## src/rtl/squash_resolver.sv

```systemverilog
module squash_resolver #(
  parameter int NTHREADS = 2,
  parameter int SEQW     = 32,
  parameter int PCW      = 32,
  parameter int CNTW     = 8
) (
  input  logic                     clk,
  input  logic                     rst_n,
  input  logic [NTHREADS-1:0]      trap_sq,
  input  logic [NTHREADS-1:0]      ctx_sq,
  input  logic [NTHREADS-1:0]      exe_sq,
  input  logic [NTHREADS-1:0]      exe_mispred,
  input  logic [NTHREADS-1:0]      exe_taken,
  input  logic [NTHREADS-1:0]      exe_cond_ds,
  input  logic [NTHREADS-1:0]      exe_incl,
  input  logic [NTHREADS*SEQW-1:0] exe_seq,
  input  logic [NTHREADS*PCW-1:0]  exe_npc,
  input  logic [NTHREADS*PCW-1:0]  exe_mpc,
  input  logic [NTHREADS-1:0]      rob_done,
  output logic [NTHREADS-1:0]      squash_valid,
  output logic [NTHREADS*2-1:0]    squash_src,
  output logic [NTHREADS-1:0]      conflict_err,
  output logic [NTHREADS*SEQW-1:0] squash_bound,
  output logic [NTHREADS*SEQW-1:0] ds_bound,
  output logic [NTHREADS-1:0]      ds_squash,
  output logic [NTHREADS-1:0]      fwd_mispred,
  output logic [NTHREADS-1:0]      fwd_taken,
  output logic [NTHREADS*PCW-1:0]  fwd_npc,
  output logic [NTHREADS*PCW-1:0]  fwd_mpc,
  output logic [NTHREADS*3-1:0]    status,
  output logic [NTHREADS-1:0]      squashing,
  output logic [NTHREADS-1:0]      commit_en,
  output logic [NTHREADS*CNTW-1:0] mispred_cnt
);
  typedef enum logic [2:0] {RUNNING, IDLE, ROB_SQ, TRAP_PEND, FTRAP_PEND} cstat_t;

  for (genvar t = 0; t < NTHREADS; t++) begin : g_thr
    cstat_t            st;
    logic              win_trap, win_ctx, win_exe, any_sq, kill_ds;
    logic [SEQW-1:0]   seq, dec, ds_raw;
    logic [SEQW-1:0]   bound_q, ds_q;
    logic [PCW-1:0]    npc_q, mpc_q;
    logic [CNTW-1:0]   cnt_q;
    logic [1:0]        src_q;

    assign win_trap = trap_sq[t];
    assign win_ctx  = ctx_sq[t] & ~trap_sq[t];
    assign win_exe  = exe_sq[t] & ~trap_sq[t] & ~ctx_sq[t];
    assign any_sq   = trap_sq[t] | ctx_sq[t] | exe_sq[t];
    assign seq      = exe_seq[t*SEQW +: SEQW];
    assign dec      = {{(SEQW-1){1'b0}}, exe_incl[t]};
    assign kill_ds  = ~exe_mispred[t] | (exe_taken[t] & exe_cond_ds[t]);
    assign ds_raw   = kill_ds ? seq : seq + {{(SEQW-1){1'b0}}, 1'b1};

    always_ff @(posedge clk) begin
      if (!rst_n) begin
        st              <= RUNNING;
        squash_valid[t] <= 1'b0;
        conflict_err[t] <= 1'b0;
        src_q           <= 2'd0;
        bound_q         <= '0;
        ds_q            <= '0;
        ds_squash[t]    <= 1'b0;
        fwd_mispred[t]  <= 1'b0;
        fwd_taken[t]    <= 1'b0;
        npc_q           <= '0;
        mpc_q           <= '0;
        cnt_q           <= '0;
      end else begin
        squash_valid[t] <= any_sq;
        conflict_err[t] <= trap_sq[t] & ctx_sq[t];
        if (any_sq) begin
          st    <= ROB_SQ;
          src_q <= win_trap ? 2'd1 : (win_ctx ? 2'd2 : 2'd3);
          fwd_mispred[t] <= win_exe & exe_mispred[t];
        end else if (st == ROB_SQ && rob_done[t]) begin
          st <= RUNNING;
        end
        if (win_exe) begin
          bound_q      <= seq - dec;
          ds_q         <= ds_raw - dec;
          ds_squash[t] <= kill_ds;
          fwd_taken[t] <= exe_taken[t];
          npc_q        <= exe_npc[t*PCW +: PCW];
          mpc_q        <= exe_mpc[t*PCW +: PCW];
          if (exe_mispred[t]) cnt_q <= cnt_q + 1'b1;
        end
      end
    end

    assign squash_src[t*2 +: 2]        = src_q;
    assign squash_bound[t*SEQW +: SEQW] = bound_q;
    assign ds_bound[t*SEQW +: SEQW]     = ds_q;
    assign fwd_npc[t*PCW +: PCW]        = npc_q;
    assign fwd_mpc[t*PCW +: PCW]        = mpc_q;
    assign mispred_cnt[t*CNTW +: CNTW]  = cnt_q;
    assign status[t*3 +: 3]             = st;
    assign squashing[t]                 = (st == ROB_SQ);
    assign commit_en[t] = (st == RUNNING) || (st == IDLE) || (st == FTRAP_PEND);
  end
endmodule


```

## config.mk

```make
export PLATFORM = sky130hd
export DESIGN_NAME = squash_resolver
export DESIGN_NICKNAME = d
export VERILOG_FILES = /design/src/rtl/squash_resolver.sv
export SDC_FILE = /design/constraint.sdc
export NUM_CORES = 1
export LEC_CHECK = 0
export ABC_AREA = 1
export BUFFER_PORTS_ARGS = -buffer_cell sky130_fd_sc_hd__buf_2
export CAP_MARGIN = 0
export CORE_AREA = 4 4 195 197
export CTS_CLUSTER_SIZE = 40
export DETAILED_ROUTE_END_ITERATION = 16
export DIE_AREA = 0 0 199 201
export PLACE_DENSITY_LB_ADDON = 0.1
export REMOVE_ABC_BUFFERS = 1
export SLEW_MARGIN = 20
export SYNTH_ARGS = -nofsm -noshare
export SYNTH_HDL_FRONTEND = slang
export SYNTH_SLANG_ARGS = --single-unit
```

## constraint.sdc

```tcl
create_clock -name clk -period 2.49 [get_ports clk]
set_input_delay 0.1245 -clock clk [delete_from_list [all_inputs] [get_ports clk]]
set_output_delay 0.1245 -clock clk [all_outputs]
set_load 0.005 [all_outputs]
```

After elaboration in Yosys (flattened, before gate mapping)

Index checks and enable logic that the tools add are counted.

Mux-type cells: 10
Reduce and logical (&&, ||, !) cells: 8
Add/sub/neg operators: 8
Bitwise logic cells: 24

Operators with widths:

| cell                                           | number |
|---|---|
| subtractor 32 x 1 -> 32 bit                    | 4 |
| adder 32 x 1 -> 32 bit (second input constant) | 2 |
| two-way mux 32 bit                             | 2 |
| adder 8 x 1 -> 8 bit (second input constant)   | 2 |
| bitwise AND 1 bit                              | 12 |
| two-way mux 2 bit                              | 6 |
| zero test 3 bit                                | 2 |
| inverter 1 bit                                 | 6 |
| bitwise OR 1 bit                               | 6 |
| AND reduction 2 bit                            | 2 |
| nonzero test 2 bit                             | 2 |
| logical AND 1 bit                              | 2 |
| two-way mux 1 bit                              | 2 |

Register bits: 288

Longest topological paths before layout

Depth after elaboration: 4
Depth in mapped cells: 18
Gate-level depth less buffers: 18

Worst setup path before layout

No wires, ideal clock.

Kind: in2reg
From: in exe_seq[32]
To: reg g_thr[1].ds_q[28]
Cell stages on the path: 16
Arrival time: 1.867 ns
Path slack: 0.514 ns
Library setup time: 0.109 ns
Required time: 2.381 ns
Buffers on the path: 0
Cells stage by stage: ha_1 -> o21ai_0 -> ha_1 -> inv_1 -> nor2_1 -> inv_1 -> nor2_1 -> nand2_1 -> nor2_1 -> nand2_1 -> nor2_4 -> nand2_1 -> nand2_1 -> nand3_1 -> nand2_1 -> inv_1

Cells in the longest elaborated chain, start to end: 3

Ends and longest elaborated chain:

| what                          | RTL line | source |
|---|---|---|
| start, declared               | 16       | `input logic [NTHREADS*SEQW-1:0] exe_seq,` |
| adder 32 x 1 -> 32 bit        | 53       | `assign ds_raw = kill_ds ? seq : seq + {{(SEQW-1){1'b0}}, 1'b1};` |
| two-way mux 32 bit *          | 53       |  |
| subtractor 32 x 1 -> 32 bit * | 81       | `ds_q <= ds_raw - dec;` |
| end signal, assigned          | 81       |  |
| end, declared                 | 41       | `logic [SEQW-1:0] bound_q, ds_q;` |

Every way passes the cells marked *; elsewhere a longest branch is shown, timed or not.
A chain may end at the register's enable or synchronous reset.

Worst setup path after layout

From: in exe_seq[32]
To: reg g_thr[1].ds_q[31]

Same word-level chain as after synthesis.

==> out/qor.csv <==
metric;value;unit
syn_avg_cell_area;6.54;um^2
dieArea;0.0400;mm^2
setup_viol;0;
final-hold-violation-count;0;
placed_cells;3288;
async_reset_ff_share;0;%
final_common_cell;nor2_1;
synth-compound-area-share;12.1;%
cts_buffer_depth;3;
grt_max_degree;207;
min_path_type;in2reg;
synth.top_cells.by_area;dfxtp_1 (37%), nor2_1 (14%), nand2_1 (9.0%);
rsz0062_at_grt;yes;
drv_cap;0;
yosys.area.top_type;dfxtp_1;
rows;70;
critPathMaxFanout;8;
synth_top_family_by_area;simple AND/OR/NAND/NOR gates;
finalCriticalPeriod;2330;ps
powerDensity;557;mW/mm^2
p_int;8.77;mW
synth_area;0.0157;mm^2
stdcell_count;3519;
synth-edff-count;0;
worstSetupStartpointType;primary input;
worst-path-buf-inv;3;
grt_overflow_total;0;
gr-usage-all-layers;27.3;%
cp_cell_sequence;dlygate4sd3_1 > buf_2 > ha_2 > nand3_2 > nor2_4 > nand3_2 > nand2_1 > nand2_1 > nor2_1 > nand2_1 > nor2_4 > nand2_2 > nor2_2 > nand2_1 > nand2_1 > nand3_1 > nand2_1 > inv_1;
synthSimpleGateAreaFrac;36.2;%
start_util;43.3;%
drtIter0Drc;1146;
cp_slowest_cell;dlygate4sd3_1;
max_freq;430;MHz
cp.required;2930;ps
irDropWorstVdd;544;uV
timing.critical_path.mode_cell;nand2_1;
cts_made_buffers;35;
end_kind;flop;
power.switching;3.22;mW
core;0.0363;mm^2
place.gp.congestion;0.933;
grt_pass1_wl;89500;um
tightest_slew;845;ps
path_class;in2reg;
status;finished, final reports clean;
crit_family;simple AND/OR/NAND/NOR gates;
antenna_found_initial;3;
cts_sinks;288;
grt_pass1_vias;17100;
dr.pass1.iters;6;
die_h;201;um
drive_gt1_share;23.8;%
skew;10.2;ps
ys_seq_elements;288;
leakagePower;11.0;nW
cts_tree;yes;
yosysSeqAreaShare;36.7;%
critPathMaxStageDelay;520;ps
yosysWarnings;0;
io_buffers;501;
path_clk_slew;60;ps
drcViolationCount;0;
syn_to_final_growth;37.2;%
place_area;0.0186;mm^2
p_clk_share;43.7;%
cp.arrival;2770;ps
pwr-share-seq;41.3;%
synth_xor_area_share;4.16;%
synth_flop_cell;dfxtp_1;
syn_inst;2401;
io_pins;506;
synthAdderAreaFrac;0.957;%
routed_via_density;4.98;
wl_per_cell;16.1;um
slew_violations;0;
h-tree-depth;2;
p_comb_share;15.0;%
nNetsFinal;3245;
clock_latency;550;ps
swShare;26.9;%
ant_nets;0;
synth_top_area_share;36.7;%
fin_total_pwr;12.0;mW
dr_total_vias;17500;
final_cell_mix;nor2_1 (576), buf_2 (500), nand2_1 (376), dfxtp_1 (288), inv_1 (269);
die_x;199;um
final_cell_area;0.0215;mm^2
wl;56700;um
fin_crit_sh;93.4;%
synthMuxAreaShare;0;%
timing.max_slew.rel_slack;43.7;%
synth_cell_types;47;
root_buffer;clkbuf_16;
hpwl;41300;um
## synth_stat cells (6+ instances only)
cell	instances
a31oi_1	19
nand2_1	377
buf_2	12
nand2_2	27
inv_1	271
xor2_1	64
nor2_1	583
inv_2	12
nand3_2	10
o211ai_1	10
clkbuf_1	80
nor4_1	7
buf_1	10
o221ai_1	8
a21oi_1	50
ha_1	12
o21ai_1	9
nand3_4	6
nand3b_1	9
dfxtp_1	288
nor2_4	20
buf_4	7
o21ai_0	254
nand4_1	40
nor3_1	42
nor2_2	22
nand3_1	110
## what timing repair did
action,4_1_cts,5_1_grt
buffers inserted,0,6
hold buffers,160,0
hold endpoints to repair,159,0
gates resized for setup,0,24
setup endpoints to repair,0,28
## worst paths after layout
kind	depth (start not counted)	endpoint	from	slack [ps]
setup / recovery	18	g_thr[1].ds_q[31]$_SDFFE_PN0P_	exe_seq[32]	160
setup reg to reg	4	g_thr[0].st[1]$_SDFFE_PN0P_	g_thr[0].st[1]$_SDFFE_PN0P_	950
hold / removal	3	g_thr[1].bound_q[4]$_SDFFE_PN0P_	exe_seq[35]	30
hold reg to reg	1	g_thr[0].cnt_q[7]$_SDFFE_PN0P_	g_thr[0].cnt_q[7]$_SDFFE_PN0P_	470
## tightest hold or removal path, stage by stage
cell     delay [ps]
buf_2           130
o21ai_0         120
a21oi_1         140
## cell type report
| type | instances | area, um^2 |
|---|---|---|
| diodes | 5 | 12.5 |
| clock buffers | 45 | 973 |
| clock inverters | 15 | 203 |
| fillers | 3504 | 14700 |
| inverters | 284 | 1070 |
| multi-input cells | 1721 | 8510 |
| flip-flops and latches | 288 | 5770 |
| well taps | 468 | 586 |
| repair buffers | 693 | 4400 |
## per-layer routing
| metal | global-route usage [%] | wire, um | up-vias |
|---|---|---|---|
| li1 | - | - | 8855 |
| met1 | 32.4 | 22600 | 7932 |
| met2 | 46.6 | 27200 | 572 |
| met3 | 7.64 | 4470 | 147 |
| met4 | 10.9 | 2440 | 4 |
| met5 | 0 | 24 | - |
## flip-flops by register name, indices dropped and copies added (netlist names)
name / count
g_thr.bound_q: 64
g_thr.st: 2
ds_squash: 2
conflict_err: 2
g_thr.cnt_q: 16
g_thr.ds_q: 64
g_thr.src_q: 4
g_thr.mpc_q: 64
g_thr.npc_q: 64
fwd_taken: 2
fwd_mispred: 2
squash_valid: 2
## metrics by stage
| step | hold WS (ps) | utilization, % | setup TNS (ps) | setup WS (ps) |
|---|---|---|---|---|
| floorplan | 204 | - | -1225350 | -5950 |
| detailed placement | 352 | 51.2 | 0 | 62.5 |
| CTS | 1.48 | 58.9 | 0 | 92.4 |
| global placement | 346 | 51.2 | 0 | 88.5 |
| finish | 26.1 | 59.4 | 0 | 164 |
| global route | 32.4 | 59.3 | -11.2 | -10.3 |
## power by group through the flow
stage	sequential, mW	combinational, mW	clock, mW
finish	4.95	1.80	5.24
global route	4.98	2.01	5.55
CTS	4.95	1.78	5.36
detailed placement	5.04	1.56	0
global placement	5.04	1.55	0
floorplan	5.06	0.748	0
## kinds of logic after synthesis
group / Yosys count
xor+xnor: 72
simple gates: 1275
buf+inv: 395
other cells: 1
flops: 288
fa+ha+maj: 12
compound gates: 358
Note: power is estimated with default switching activity, not from simulation.
